File: src/rtl/smb_start_pkg.sv
package smb_start_pkg;

   typedef enum logic [1:0] {
      GAP_NONE  = 2'b00,
      GAP_SHORT = 2'b01,
      GAP_MID   = 2'b10,
      GAP_LONG  = 2'b11
   } gap_sel_e;

   typedef struct packed {
      logic level;
      logic fall;
      logic rise;
   } line_evt_t;

endpackage

File: src/rtl/smb_line_sync.sv
module smb_line_sync #(
   parameter int   STAGES = 2,
   parameter logic INIT   = 1'b1
) (
   input  logic clk,
   input  logic rst_n,
   input  logic d_i,
   output logic q_o
);
   logic [STAGES-1:0] chain;

   generate
      for (genvar s = 0; s < STAGES; s++) begin : g_stage
         if (s == 0) begin : g_first
            always_ff @(posedge clk or negedge rst_n) begin
               if (!rst_n) chain[0] <= INIT;
               else        chain[0] <= d_i;
            end
         end else begin : g_next
            always_ff @(posedge clk or negedge rst_n) begin
               if (!rst_n) chain[s] <= INIT;
               else        chain[s] <= chain[s-1];
            end
         end
      end
   endgenerate

   assign q_o = chain[STAGES-1];
endmodule

File: src/rtl/smb_line_edge.sv
module smb_line_edge
   import smb_start_pkg::*;
#(
   parameter logic INIT = 1'b1
) (
   input  logic      clk,
   input  logic      rst_n,
   input  logic      lvl_i,
   output logic      prev_o,
   output line_evt_t evt_o
);
   always_ff @(posedge clk or negedge rst_n) begin
      if (!rst_n) prev_o <= INIT;
      else        prev_o <= lvl_i;
   end

   always_comb begin
      evt_o.level = lvl_i;
      evt_o.fall  = prev_o & ~lvl_i;
      evt_o.rise  = ~prev_o & lvl_i;
   end
endmodule

File: src/rtl/smb_start_qual.sv
module smb_start_qual
   import smb_start_pkg::*;
#(
   parameter int BASE_GAP = 1,
   parameter int EXT_A    = 2,
   parameter int EXT_B    = 4,
   parameter int EXT_C    = 8
) (
   input  logic      clk,
   input  logic      rst_n,
   input  line_evt_t sda_evt_i,
   input  line_evt_t scl_evt_i,
   input  gap_sel_e  gap_sel_i,
   output logic      start_o,
   output logic      stop_o
);
   localparam int MAX_GAP = BASE_GAP + EXT_C;
   localparam int CNT_W   = $clog2(MAX_GAP + 1);
   localparam logic [CNT_W-1:0] CNT_MAX = CNT_W'(MAX_GAP);

   logic [CNT_W-1:0] elapsed;
   logic [CNT_W-1:0] need;
   logic             armed;
   logic             scl_steady_hi;
   logic             arm_hit;
   logic             stop_hit;

   always_comb begin
      unique case (gap_sel_i)
         GAP_NONE:  need = CNT_W'(BASE_GAP);
         GAP_SHORT: need = CNT_W'(BASE_GAP + EXT_A);
         GAP_MID:   need = CNT_W'(BASE_GAP + EXT_B);
         default:   need = CNT_W'(BASE_GAP + EXT_C);
      endcase
   end

   assign scl_steady_hi = scl_evt_i.level & ~scl_evt_i.rise;
   assign arm_hit       = sda_evt_i.fall & scl_steady_hi;
   assign stop_hit      = sda_evt_i.rise & scl_steady_hi;

   always_ff @(posedge clk or negedge rst_n) begin
      if (!rst_n) begin
         armed   <= 1'b0;
         elapsed <= '0;
         start_o <= 1'b0;
         stop_o  <= 1'b0;
      end else begin
         start_o <= 1'b0;
         stop_o  <= stop_hit;
         if (armed) begin
            if (scl_evt_i.fall) begin
               armed   <= 1'b0;
               start_o <= (elapsed >= need);
            end else if (sda_evt_i.rise) begin
               armed <= 1'b0;
            end else if (elapsed != CNT_MAX) begin
               elapsed <= elapsed + 1'b1;
            end
         end
         if (arm_hit) begin
            armed   <= 1'b1;
            elapsed <= CNT_W'(1);
         end
      end
   end
endmodule

File: src/rtl/smb_start_detect.sv
module smb_start_detect
   import smb_start_pkg::*;
#(
   parameter int SYNC_STAGES = 2,
   parameter int BASE_GAP    = 1,
   parameter int EXT_A       = 2,
   parameter int EXT_B       = 4,
   parameter int EXT_C       = 8
) (
   input  logic       clk,
   input  logic       rst_n,
   input  logic       sda_i,
   input  logic       scl_i,
   input  logic [1:0] gap_sel_i,
   output logic       start_o,
   output logic       stop_o
);
   generate
      if (SYNC_STAGES < 2) begin : g_bad_sync
         $error("SYNC_STAGES must be at least 2");
      end
      if (BASE_GAP < 1) begin : g_bad_base
         $error("BASE_GAP must be at least 1");
      end
      if (!(EXT_A <= EXT_B && EXT_B <= EXT_C && EXT_A >= 0)) begin : g_bad_ext
         $error("guard extensions must be non-negative and ascending");
      end
   endgenerate

   logic      sda_s, scl_s;
   logic      sda_p, scl_p;
   line_evt_t sda_evt, scl_evt;

   smb_line_sync #(.STAGES(SYNC_STAGES), .INIT(1'b1)) u_sync_sda (
      .clk(clk), .rst_n(rst_n), .d_i(sda_i), .q_o(sda_s));
   smb_line_sync #(.STAGES(SYNC_STAGES), .INIT(1'b1)) u_sync_scl (
      .clk(clk), .rst_n(rst_n), .d_i(scl_i), .q_o(scl_s));

   smb_line_edge #(.INIT(1'b1)) u_edge_sda (
      .clk(clk), .rst_n(rst_n), .lvl_i(sda_s), .prev_o(sda_p), .evt_o(sda_evt));
   smb_line_edge #(.INIT(1'b1)) u_edge_scl (
      .clk(clk), .rst_n(rst_n), .lvl_i(scl_s), .prev_o(scl_p), .evt_o(scl_evt));

   smb_start_qual #(
      .BASE_GAP(BASE_GAP), .EXT_A(EXT_A), .EXT_B(EXT_B), .EXT_C(EXT_C)
   ) u_qual (
      .clk(clk), .rst_n(rst_n),
      .sda_evt_i(sda_evt), .scl_evt_i(scl_evt),
      .gap_sel_i(gap_sel_e'(gap_sel_i)),
      .start_o(start_o), .stop_o(stop_o));
endmodule

File: config.mk
export PLATFORM = sky130hd
export DESIGN_NAME = smb_start_detect
export DESIGN_NICKNAME = d
export VERILOG_FILES = /design/src/rtl/smb_start_pkg.sv /design/src/rtl/smb_line_sync.sv /design/src/rtl/smb_line_edge.sv /design/src/rtl/smb_start_qual.sv /design/src/rtl/smb_start_detect.sv
export SDC_FILE = /design/constraint.sdc
export NUM_CORES = 1
export LEC_CHECK = 0
export ABC_AREA = 1
export BUFFER_PORTS_ARGS = -buffer_cell sky130_fd_sc_hd__buf_2
export CAP_MARGIN = 20
export CORE_UTILIZATION = 40
export DETAILED_ROUTE_END_ITERATION = 7
export PLACE_DENSITY = 0.7
export SLEW_MARGIN = 20
export SYNTH_ARGS = -nofsm -noshare
export SYNTH_HDL_FRONTEND = slang
export SYNTH_HIERARCHICAL = 1
export SYNTH_SLANG_ARGS = --single-unit
File: constraint.sdc
create_clock -name clk -period 1.3 [get_ports clk]
set_input_delay 0.13 -clock clk [delete_from_list [all_inputs] [get_ports clk]]
set_output_delay 0.13 -clock clk [all_outputs]
set_load 0.005 [all_outputs]
==> impl_metrics.json <==
{
  "first_pass_iters": 4,
  "routed_via_density": 4.876,
  "fmax_ghz": 0.8098,
  "synth_fp_nets": 86,
  "grt_first_pass_wirelength_um": 1883,
  "dr_wl_met3_um": 57,
  "overflow": 0,
  "r2r_slack_ps": 70,
  "crit_start": "u_sync_sda/q_o$_DFF_PN1_",
  "die_y_um": 42.99,
  "maxCapViolCount": 0,
  "synth_area_um2": 671.9,
  "fillCellCount": 153,
  "grt_max_degree": 14,
  "yosys_warnings": 6,
  "power_leakage_uw": 0.0004271,
  "finalCritPeriodShare_pct": 94.99,
  "htreeDepth": 1,
  "first_global_vias": 437,
  "met2_length_um": 500,
  "die_w_um": 42.99,
  "tightest_slew_ps": 279.3,
  "final_layout_size_suffix_gt1_share_pct": 30.34,
  "avgSynthCellArea_um2": 8.959,
  "rsz0062_at_grt": "true",
  "drv_slew": 0,
  "place_area_um2": 719.4,
  "final_common_cell": "nand2_1",
  "synthCells": 75,
  "endpoint_kind": "flip-flop",
  "path_max_fanout": 5,
  "cts_buffers": 3,
  "top_layer": "met3",
  "fin_setup_tns_ps": 0,
  "design_area_um2": 785.8,
  "area_growth_pct": 16.95,
  "layout.nets": 101,
  "fin_crit_ps": 1235,
  "antenna_cells": 0,
  "crit_path_end": "u_qual/elapsed[0]$_DFFE_PN0P_",
  "clock_latency_ps": 270,
  "post_drt_wl_per_cell_um": 10.22,
  "vias": 512,
  "min_path_type": "in -> async",
  "cts_tree": "yes",
  "slew_headroom_pct": 81.38,
  "grt_usage_pct": 14.21,
  "floorplan.initialDensity_pct": 43.59,
  "reg2reg_to": "u_qual/elapsed[0]$_DFFE_PN0P_",
  "clock-sinks": 13,
  "clk_transition_reported_paths_ps": 80,
  "wl_um": 1073,
  "fin_util_pct": 50.97,
  "design.core.area_um2": 1541,
  "worst_r2r_path_depth": 9,
  "port-buffer-count": 7,
  "drt_first_iter_violations": 9,
  "final_cell_mix": "nand2_1 (17), inv_1 (10), nand3_1 (8)",
  "start_kind": "flip-flop",
  "peakVddDrop_mv": 0.9019,
  "required_ps": 1470,
  "globalplace.congestion": 0.7126,
  "num_rows": 14,
  "ctsLongestPathBuffers": 2,
  "setup_viol": 0,
  "place_hpwl_um": 759.9,
  "dieArea_um2": 1848,
  "drc_errors": 0,
  "status": "finished clean",
  "met1_length_um": 514,
  "hold_viol": 0,
  "p_per_area_nw_per_um2": 1300,
  "worstSetupPathType": "reg -> reg",
  "io_pins": 8,
  "antenna_found_initial": 0,
  "arrival_ps": 1400,
  "clock_skew_ps": 5.288,
  "ant_nets": 0,
  "cts-root-buf": "clkbuf_4",
  "r2r_start": "u_sync_sda/q_o$_DFF_PN1_"
}
-- through the flow --
stage / hold WS [ps] / total power, uW / setup slack, ps / cells
floorplan: -165.6 / 710.4 / 171.1 / 75
global placement: 24.82 / 759.4 / 85.45 / 97
detailed placement: 26.98 / 779.1 / 73.96 / 97
CTS: 261.4 / 1033 / 64.07 / 104
global route: 311.4 / 1116 / -3.129 / 105
finish: 272.3 / 1022 / 65.07 / 105
-- state kept, by name, indices dropped and copies added (netlist names) --
register and cells:
u_sync_sda/q_o 1, u_sync_scl/chain 1, u_qual/start_o 1, u_qual/armed 1
u_edge_sda/prev_o 1, u_qual/elapsed 4, u_qual/stop_o 1, u_sync_scl/q_o 1
u_edge_scl/prev_o 1, u_sync_sda/chain 1
-- metal layers --
| metal | up-vias | GRT usage [%] |
|---|---|---|
| met5 | - | 0 |
| met4 | 0 | 1.818 |
| met3 | 0 | 7.660 |
| met2 | 9 | 22.42 |
| met1 | 241 | 17.76 |
| li1 | 262 | - |
-- worst max-delay path, cell delays in order, from the launching register on --
cell and delay (ps):
dfstp_2 550, inv_2 40, nor2_2 110, inv_1 60
nand2_1 60, nor2_1 50, nand2_2 120, nand2_1 60
nand2_1 50, nand2_1 40
-- report_power, final --
part	switching, uW	total, uW	leakage [uW]	internal, uW
sequential	80.1	543	0.000157	463
combinational	123	234	0.000255	112
clock	125	244	0.0000150	119
total	328	1020	0.000427	694
-- timing repair --
item,CTS,global route
hold endpoints to repair,15,0
setup endpoints to repair,0,4
gates resized for setup,0,2
hold buffers,3,0
setup buffers,0,1
-- final cells by class --
cell class	instances	area [um2]	share of cell area, %
Tap cell	16	20.02	2.548
Multi-Input combinational cell	48	285.3	36.31
Timing Repair Buffer	11	72.57	9.236
Sequential cell	13	332.8	42.36
Inverter	13	48.80	6.210
Clock buffer	4	26.28	3.344
-- worst min-delay path by stage --
| stage | depth (start not counted) | slack [ps] | startpoint | end |
|---|---|---|---|---|
| floorplan | 0 | -170 | rst_n | u_qual/armed$_DFF_PN0_ |
| global placement | 1 | 20 | rst_n | u_qual/elapsed[1]$_DFFE_PN0P_ |
| detailed placement | 1 | 30 | rst_n | u_qual/elapsed[0]$_DFFE_PN0P_ |
| CTS | 2 | 260 | rst_n | u_qual/armed$_DFF_PN0_ |
| global route | 2 | 310 | rst_n | u_qual/elapsed[1]$_DFFE_PN0P_ |
| finish | 2 | 270 | rst_n | u_qual/stop_o$_DFF_PN0_ |
Note: power is estimated with default switching activity, not from simulation.
